--- config.mk ---
export PLATFORM = sky130hd
export DESIGN_NAME = vlcd_decoder
export DESIGN_NICKNAME = d
export VERILOG_FILES = /design/src/rtl/vlcd_pkg.sv /design/src/rtl/vlcd_sec_select.sv /design/src/rtl/vlcd_addr_calc.sv /design/src/rtl/vlcd_sym_map.sv /design/src/rtl/vlcd_decoder.sv
export SDC_FILE = /design/constraint.sdc
export NUM_CORES = 1
export LEC_CHECK = 0
export ABC_AREA = 0
export ABC_CLOCK_PERIOD_IN_PS = 6690
export BUFFER_PORTS_ARGS = -buffer_cell sky130_fd_sc_hd__buf_4
export CAP_MARGIN = 20
export CORE_MARGIN = 2
export CORE_UTILIZATION = 63
export DETAILED_ROUTE_END_ITERATION = 10
export GPL_ROUTABILITY_DRIVEN = 0
export HOLD_SLACK_MARGIN = 0.1
export PLACE_DENSITY = 0.9
export SETUP_SLACK_MARGIN = 0.1
export SYNTH_ARGS = -nofsm -noshare
export SYNTH_HDL_FRONTEND = slang
export SYNTH_HIERARCHICAL = 1
export SYNTH_SLANG_ARGS = --single-unit
--- constraint.sdc ---
create_clock -name clk -period 6.69 [get_ports clk]
set_clock_uncertainty 0.1 [all_clocks]
set_input_delay 1.6725 -clock clk [delete_from_list [all_inputs] [get_ports clk]]
set_output_delay 1.6725 -clock clk [all_outputs]
set_load 0.02 [all_outputs]
--- src/rtl/vlcd_pkg.sv ---
package vlcd_pkg;

   // Default code geometry
   localparam int unsigned DEF_W    = 4;
   localparam int unsigned DEF_NSYM = 9;
   localparam int unsigned DEF_NSEC = 6;
   localparam int unsigned DEF_OMIT = 1;

   localparam int unsigned DEF_LW   = $clog2(DEF_W + 1);
   localparam int unsigned DEF_AW   = $clog2(DEF_NSYM);
   localparam int unsigned DEF_SYMW = $clog2(DEF_NSYM);
   localparam int unsigned DEF_CWS  = DEF_W - DEF_OMIT;

   // Section representatives, section 0 in the least significant slot.
   // Stored codewords drop the DEF_OMIT trailing zero bits.
   localparam logic [DEF_NSEC*DEF_CWS-1:0] DEF_REP_CW =
      {3'b111, 3'b110, 3'b101, 3'b100, 3'b010, 3'b000};
   localparam logic [DEF_NSEC*DEF_LW-1:0] DEF_REP_LEN =
      {3'd4, 3'd3, 3'd4, 3'd3, 3'd3, 3'd2};
   localparam logic [DEF_NSEC*DEF_AW-1:0] DEF_REP_ADDR =
      {4'd7, 4'd6, 4'd4, 4'd3, 4'd1, 4'd0};

   // Sorted address to symbol, address 0 in the least significant slot
   localparam logic [DEF_NSYM*DEF_SYMW-1:0] DEF_INV_MAP =
      {4'd4, 4'd6, 4'd1, 4'd3, 4'd8, 4'd0, 4'd7, 4'd2, 4'd5};

   typedef enum logic {
      STAGE_FLOW = 1'b0,
      STAGE_REG  = 1'b1
   } vlcd_stage_e;

endpackage

--- src/rtl/vlcd_sec_select.sv ---
module vlcd_sec_select #(
   parameter int unsigned W    = 4,
   parameter int unsigned NSEC = 6,
   parameter int unsigned OMIT = 1,
   parameter int unsigned LW   = 3,
   parameter int unsigned AW   = 4,
   parameter logic [NSEC*(W-OMIT)-1:0] REP_CW   = '0,
   parameter logic [NSEC*LW-1:0]       REP_LEN  = '0,
   parameter logic [NSEC*AW-1:0]       REP_ADDR = '0
) (
   input  logic [W-1:0]  win,
   output logic [W-1:0]  rep_cw,
   output logic [LW-1:0] rep_len,
   output logic [AW-1:0] rep_addr
);

   localparam int unsigned CWS = W - OMIT;

   logic [W-1:0]    restored [NSEC];
   logic [NSEC-1:0] ge;

   // Restore the dropped low zeros and compare the window against each
   // representative.
   for (genvar s = 0; s < NSEC; s++) begin : g_sec
      if (OMIT > 0) begin : g_pad
         assign restored[s] = {REP_CW[s*CWS +: CWS], {OMIT{1'b0}}};
      end else begin : g_full
         assign restored[s] = REP_CW[s*CWS +: CWS];
      end
      assign ge[s] = (win >= restored[s]);
   end

   // Sorted representatives form a thermometer; the last one passed wins.
   always_comb begin
      rep_cw   = restored[0];
      rep_len  = REP_LEN[0 +: LW];
      rep_addr = REP_ADDR[0 +: AW];
      for (int s = 1; s < NSEC; s++) begin
         if (ge[s]) begin
            rep_cw   = restored[s];
            rep_len  = REP_LEN[s*LW +: LW];
            rep_addr = REP_ADDR[s*AW +: AW];
         end
      end
   end

endmodule

--- src/rtl/vlcd_addr_calc.sv ---
module vlcd_addr_calc #(
   parameter int unsigned W  = 4,
   parameter int unsigned LW = 3,
   parameter int unsigned AW = 4
) (
   input  logic [W-1:0]  win,
   input  logic [W-1:0]  rep_cw,
   input  logic [LW-1:0] rep_len,
   input  logic [AW-1:0] rep_addr,
   output logic [AW-1:0] addr
);

   logic [W-1:0]  offset;
   logic [LW-1:0] shamt;
   logic [W-1:0]  diff;

   always_comb begin
      offset = win - rep_cw;
      shamt  = LW'(W) - rep_len;
      diff   = offset >> shamt;
   end

   // The width of the addition follows the relation between W and AW.
   if (AW >= W) begin : g_wide
      assign addr = AW'(diff) + rep_addr;
   end else begin : g_narrow
      logic [W-1:0] sum_w;
      assign sum_w = diff + W'(rep_addr);
      assign addr  = sum_w[AW-1:0];
   end

endmodule

--- src/rtl/vlcd_sym_map.sv ---
module vlcd_sym_map #(
   parameter int unsigned NSYM = 9,
   parameter int unsigned AW   = 4,
   parameter int unsigned SYMW = 4,
   parameter logic [NSYM*SYMW-1:0] INV_MAP = '0
) (
   input  logic [AW-1:0]   addr,
   output logic [SYMW-1:0] sym
);

   logic [NSYM-1:0] hit;

   for (genvar a = 0; a < NSYM; a++) begin : g_hit
      assign hit[a] = (addr == AW'(a));
   end

   always_comb begin
      sym = '0;
      for (int a = 0; a < NSYM; a++) begin
         if (hit[a]) sym = INV_MAP[a*SYMW +: SYMW];
      end
   end

endmodule

--- src/rtl/vlcd_decoder.sv ---
module vlcd_decoder #(
   parameter int unsigned W    = vlcd_pkg::DEF_W,
   parameter int unsigned NSYM = vlcd_pkg::DEF_NSYM,
   parameter int unsigned NSEC = vlcd_pkg::DEF_NSEC,
   parameter int unsigned OMIT = vlcd_pkg::DEF_OMIT,
   parameter int unsigned LW   = $clog2(W + 1),
   parameter int unsigned AW   = $clog2(NSYM),
   parameter int unsigned SYMW = $clog2(NSYM),
   parameter bit          PIPE = vlcd_pkg::STAGE_REG,
   parameter logic [NSEC*(W-OMIT)-1:0] REP_CW   = vlcd_pkg::DEF_REP_CW,
   parameter logic [NSEC*LW-1:0]       REP_LEN  = vlcd_pkg::DEF_REP_LEN,
   parameter logic [NSEC*AW-1:0]       REP_ADDR = vlcd_pkg::DEF_REP_ADDR,
   parameter logic [NSYM*SYMW-1:0]     INV_MAP  = vlcd_pkg::DEF_INV_MAP
) (
   input  logic            clk,
   input  logic            rst_n,
   input  logic            in_valid,
   input  logic [W-1:0]    in_window,
   output logic            out_valid,
   output logic [SYMW-1:0] out_sym,
   output logic [LW-1:0]   out_len
);

   // Elaboration-time parameter checks
   if (W < 2) begin : g_bad_w
      $error("vlcd_decoder: W must be at least 2");
   end
   if (OMIT >= W) begin : g_bad_omit
      $error("vlcd_decoder: OMIT must be below W");
   end
   if (NSEC < 1 || NSEC > NSYM) begin : g_bad_nsec
      $error("vlcd_decoder: NSEC must lie in 1..NSYM");
   end
   if (NSYM < 2) begin : g_bad_nsym
      $error("vlcd_decoder: NSYM must be at least 2");
   end
   if ((1 << AW) < NSYM) begin : g_bad_aw
      $error("vlcd_decoder: AW too narrow for NSYM");
   end
   if ((1 << LW) <= W) begin : g_bad_lw
      $error("vlcd_decoder: LW too narrow to hold W");
   end

   // Head register R
   logic         r_valid;
   logic [W-1:0] r_win;

   always_ff @(posedge clk) begin
      if (!rst_n) begin
         r_valid <= 1'b0;
         r_win   <= '0;
      end else begin
         r_valid <= in_valid;
         if (in_valid) r_win <= in_window;
      end
   end

   // Section selection
   logic [W-1:0]  s_cw;
   logic [LW-1:0] s_len;
   logic [AW-1:0] s_addr;

   vlcd_sec_select #(
      .W(W), .NSEC(NSEC), .OMIT(OMIT), .LW(LW), .AW(AW),
      .REP_CW(REP_CW), .REP_LEN(REP_LEN), .REP_ADDR(REP_ADDR)
   ) i_sec_select (
      .win      (r_win),
      .rep_cw   (s_cw),
      .rep_len  (s_len),
      .rep_addr (s_addr)
   );

   // Optional stage between selection and arithmetic
   logic          m_valid;
   logic [W-1:0]  m_win;
   logic [W-1:0]  m_cw;
   logic [LW-1:0] m_len;
   logic [AW-1:0] m_addr;

   if (PIPE) begin : g_mid_reg
      always_ff @(posedge clk) begin
         if (!rst_n) begin
            m_valid <= 1'b0;
            m_win   <= '0;
            m_cw    <= '0;
            m_len   <= '0;
            m_addr  <= '0;
         end else begin
            m_valid <= r_valid;
            if (r_valid) begin
               m_win  <= r_win;
               m_cw   <= s_cw;
               m_len  <= s_len;
               m_addr <= s_addr;
            end
         end
      end
   end else begin : g_mid_flow
      assign m_valid = r_valid;
      assign m_win   = r_win;
      assign m_cw    = s_cw;
      assign m_len   = s_len;
      assign m_addr  = s_addr;
   end

   // Address recovery and inverse map
   logic [AW-1:0]   c_addr;
   logic [SYMW-1:0] c_sym;

   vlcd_addr_calc #(.W(W), .LW(LW), .AW(AW)) i_addr_calc (
      .win      (m_win),
      .rep_cw   (m_cw),
      .rep_len  (m_len),
      .rep_addr (m_addr),
      .addr     (c_addr)
   );

   vlcd_sym_map #(.NSYM(NSYM), .AW(AW), .SYMW(SYMW), .INV_MAP(INV_MAP)) i_sym_map (
      .addr (c_addr),
      .sym  (c_sym)
   );

   // Output register
   always_ff @(posedge clk) begin
      if (!rst_n) begin
         out_valid <= 1'b0;
         out_sym   <= '0;
         out_len   <= '0;
      end else begin
         out_valid <= m_valid;
         if (m_valid) begin
            out_sym <= c_sym;
            out_len <= m_len;
         end
      end
   end

endmodule

# Word level (Yosys, flattened, before mapping)
# Index checks and enable logic that the tools add are counted.
# Widths: inputs -> output; s select.
totals:
  output_inout_bits: 8
  ramBits: 0
  input_bits: 7
  romBits: 0
  wordCells: 52
  latch_bits: 0
  reg_bits: 29
  memories: 0
op_classes:
  bitwise_logic: 0
  n_lt_le_gt_ge: 5
  n_eq_ne: 8
  n_addsub: 3
  n_mul: 0
  div_mod_pow: 0
  shift: 1
  n_reduce_logical: 1
  mux: 24
op_table:
  columns: ["op", "n"]
  rows:
  - ["$mux 4", 9]
  - ["$mux 3", 11]
  - ["$eq 4x3->1 const B", 4]
  - ["$ge 4x4->1 const B", 4]
  - ["$eq 4x2->1 const B", 2]
  - ["$add 4x4->4", 1]
  - ["$eq 4x1->1 const B", 1]
  - ["$eq 4x4->1 const B", 1]
  - ["$ge 4x3->1 const B", 1]
  - ["$logic_not 4->1", 1]
  - ["$shr 4x3->4", 1]
  - ["$sub 4x4->4", 1]
  - ["$mux 1", 3]
  - ["$sub 3x3->3 const A", 1]
  - ["$mux 2", 1]

# Longest topological paths before layout
depth:
  ltp_word: 13
  mapped_depth: 17
  depth_no_buf: 17

# Modules after synthesis
# Netlist, hierarchy kept.
by_module_without_submodules:
  columns: ["mod", "instances", "seq_area_each_um2", "cells_each", "area_per_inst_um2"]
  rows:
  - ["vlcd_decoder", 1, 580.6, 91, 1081.0]
  - ["vlcd_addr_calc", 1, 0.0, 45, 351.6]
  - ["vlcd_sec_select", 1, 0.0, 15, 90.1]
  - ["vlcd_sym_map", 1, 0.0, 10, 75.1]

# Worst setup path before layout
# No wires, ideal clock.
synth_path:
  path_type: "reg-to-reg"
  start: "reg m_cw[2]"
  end: "reg out_sym[0]"
  t_required_ns: 6.525
  setup_ns: 0.065
  period_less_slack_ns: 3.262
  path_slack_ns: 3.428
  n_path_buf: 0
  arrival_ns: 3.097
  path_stages_with_launch: 16
  cell_sequence: "dfxtp_1 inv_1 ha_1 and3b_1 or3_4 and3_1 o311a_1 ha_1 a21o_1 a21oi_1 xnor2_1 xnor2_1 or2_1 mux2i_1 mux2i_1 nor2b_1"
synth_between:
  elab_chain_cells: 13
  elab_cells_between_ends: 21
  cone_classes: "add/sub: 2; eq/ne: 8; shift: 1; mux: 9; reduce/logical: 1"
synth_rtl:
  columns: ["element", "line", "rtl"]
  rows:
  - ["start: declaration", "vlcd_decoder.sv:76", "logic [W-1:0] m_cw;"]
  - ["start signal: assignment", "vlcd_decoder.sv:92", "m_cw <= s_cw;"]
  - ["$sub 4x4->4 (*)", "vlcd_addr_calc.sv:18", "offset = win - rep_cw;"]
  - ["$shr 4x3->4 (*)", "vlcd_addr_calc.sv:20", "diff = offset >> shamt;"]
  - ["$add 4x4->4 (*)", "vlcd_addr_calc.sv:25", "assign addr = AW'(diff) + rep_addr;"]
  - ["named net c_addr[3]", "vlcd_decoder.sv:107", "logic [AW-1:0] c_addr;"]
  - ["$logic_not 4->1", "vlcd_sym_map.sv:14", "assign hit[a] = (addr == AW'(a));"]
  - ["$mux 3 (4 in series)", "vlcd_sym_map.sv:20", "if (hit[a]) sym = INV_MAP[a*SYMW +: SYMW];"]
  - ["$mux 4 (4 in series)", "vlcd_sym_map.sv:20", null]
  - ["$mux 4 (*)", "vlcd_sym_map.sv:20", null]
  - ["named net c_sym[0]", "vlcd_decoder.sv:108", "logic [SYMW-1:0] c_sym;"]
  - ["end signal: assignment", "vlcd_decoder.sv:132", "out_sym <= c_sym;"]
  - ["end: declaration", "vlcd_decoder.sv:20", "output logic [SYMW-1:0] out_sym,"]
# The timed path passes the listed nets; every way through them passes the cells marked *.
# A chain may end at the register's enable or synchronous reset.

# Worst setup path after layout
# Same ends and word-level chain as after synthesis.

==> impl_metrics.ini <==
[outcome]
status = completed

[critical_path]
crit_required_ns = 6.84
endpoint_kind = register
cp.arrival_ns = 3.83
slowest_delay_ns = 0.39
startpoint_type = register
path_class = register to register
crit_chain = inv_1, ha_1, and3b_1, or3_4, and3_1, o311a_1, ha_1, a21o_1, a21oi_1, xnor2_1, xnor2_1, or2_1, mux2i_1, mux2i_1, nor2b_1
cp_slowest_cell = or3_4
cp_max_fo = 5

[timing]
layout_min_cycle_time_ns = 3.68
period_share_pct = 55.1
setup_slack_ns = 3.01
max_freq_mhz = 271
worst_slew_pin_slew_ns = 0.851
rsz0062_at_grt = false
slew_viol_final = 0
hold_viol_final = 0
slew_headroom_pct = 43.2
finalSetupTns_ns = 0
finalSetupViolations = 0

[clock_tree]
cts_max_path_buffers = 2
clk_pin_slew_ns = 0.09
insertion_delay_ns = 0.32
cts.sinks = 29
root_buffer = clkbuf_4
cts_tree = yes
postCtsSetupBuffers = 0
ctsHoldBuffers = 0
htree_levels = 2
ctsResizeCount = 0
cts_inserted_buffers = 5

[global_route]
grt_pass1_wl_mm = 4.39
first_global_vias = 1027
overflow = 0
track_usage_pct = 21.4
antenna_found_initial = 0
grt_max_degree = 30

[drt]
wire_per_inst_um = 13.1
drtIter0Drc = 13
drc = 0
vias = 1066
ant_nets = 0
totalWireLength_mm = 2.62
viasPerCell = 5.30
first_pass_iters = 4

[finish]
multi_input_area_um2 = 888
drive_gt1_share_pct = 14.0
areaGrowthSynthToFinish_pct = 7.13
layout.nets = 187
diodes = 0
fill_cells = 188
final_cell_mix = mux2i_1, dfxtp_1, nor2b_1
seq_area_um2 = 581

[die]
die_w_um = 54.4
start_util_pct = 65.7
ios = 15
dieArea_mm2 = 0.00296
die-height_um = 54.4
core_area_mm2 = 0.00243
rows = 18

[power]
ir_drop_mv = 0.192
p_leak_uw = 0.000714
power.density_mw_per_mm2 = 201

[place]
dpl.hpwl_mm = 1.98
portBuffers = 14
dp_slack_ns = 3.08

[logic_synthesis]
synthArstFlopShare_pct = 0
synth_flop_cell = dfxtp_1
syn_inst = 161
synth.distinct_cells = 38
synth_edf_count = 0
ys_ff_latch = 29
syn_area_per_cell_um2 = 9.92
synthesis.area_mm2 = 0.00160
synth_warnings = 6
ys_seq_area_share_pct = 36.3

[job]
cap_violations = 0

[hold_path]
min_path_type = register to register
## per-stage QoR
stage          hold WS (ns)  utilization [%]  std cells  total power (uW)  cell area (um^2)
5_1_grt               0.445             70.4        201               362              1710
3_3_place_gp          0.401             68.1        194               239              1660
3_5_place_dp          0.405             68.1        194               242              1660
2_1_floorplan         0.382                -        162               232              1600
4_1_cts               0.427             70.4        201               348              1710
6_report              0.422             70.4        201               344              1710
## layout make-up
class	count	share of cell area [%]
Timing Repair Buffer	14	6.14
Sequential cell	29	33.9
Clock buffer	7	3.22
Multi-Input combinational cell	109	51.9
Tap cell	30	2.19
Inverter	12	2.63
## critical path: cells and delay by family, from the launching register on
family / cells / cell delay [ns]
AO/OA/AOI/OAI: 3 / 0.68
XOR/XNOR: 2 / 0.36
adder cells (fa/ha/maj): 2 / 0.58
buffers and inverters: 1 / 0.05
flip-flops: 1 / 0.34
multiplexers: 2 / 0.28
AND/OR/NAND/NOR: 5 / 1.22
## kinds of logic after synthesis
group / Yosys count / share of synthesized area (%)
and+or+nand+nor: 48 / 19.0
adders and majority gates: 9 / 7.99
muxes: 29 / 18.2
buffers and inverters: 24 / 8.30
AOI/OAI and AO/OA: 13 / 5.64
other: 1 / 0.235
xor gates and xnor gates: 8 / 4.39
DFF: 29 / 36.3
## synthesized netlist by cell type (2+ instances only)
library cell	instances	area, um^2
buf_4	4	30.0
nand2b_1	2	12.5
ha_1	7	87.6
nor2b_1	27	169
dfxtp_1	29	581
buf_2	3	15.0
o21ai_0	3	15.0
and2_1	2	12.5
nand2_1	2	7.51
nor3_1	2	10.0
fa_1	2	40.0
clkbuf_1	3	11.3
inv_1	12	45.0
xnor2_1	7	61.3
mux2i_1	29	290
nor2_1	4	15.0
a21oi_1	2	10.0
## where the power goes
| part | total, uW | leakage [uW] | internal, uW | switching [uW] |
|---|---|---|---|---|
| clock | 106 | 0.0000314 | 49.5 | 56.1 |
| combinational | 51.1 | 0.000446 | 26.4 | 24.8 |
| sequential | 187 | 0.000236 | 179 | 8.39 |
## path summary, 6_finish.rpt
path / from / endpoint / slack (ns) / depth (start not counted)
hold / removal: r_win[0]$_SDFFE_PN0P_ / r_win[0]$_SDFFE_PN0P_ / 0.42 / 2
setup reg to reg: m_cw[2]$_SDFFE_PN0P_ / out_sym[0]$_SDFFE_PN0P_ / 3.01 / 15
hold reg to reg: r_win[0]$_SDFFE_PN0P_ / r_win[0]$_SDFFE_PN0P_ / 0.42 / 2
setup / recovery: m_cw[2]$_SDFFE_PN0P_ / out_sym[0]$_SDFFE_PN0P_ / 3.01 / 15
## flip-flops by register name (all words and copies together), names as in the netlist
signal / cells
m_addr: 4
r_valid: 1
m_cw: 4
m_len: 3
m_valid: 1
m_win: 4
out_sym: 4
r_win: 4
out_len: 3
out_valid: 1
## per-layer routing
metal  share of wire [%]  GRT usage, %
met5                   0             0
met1                  45          25.5
met4                 2.4          10.4
met2                  48          34.1
met3                 4.2          7.65
No activity file was read; power rests on OpenSTA's default activity.
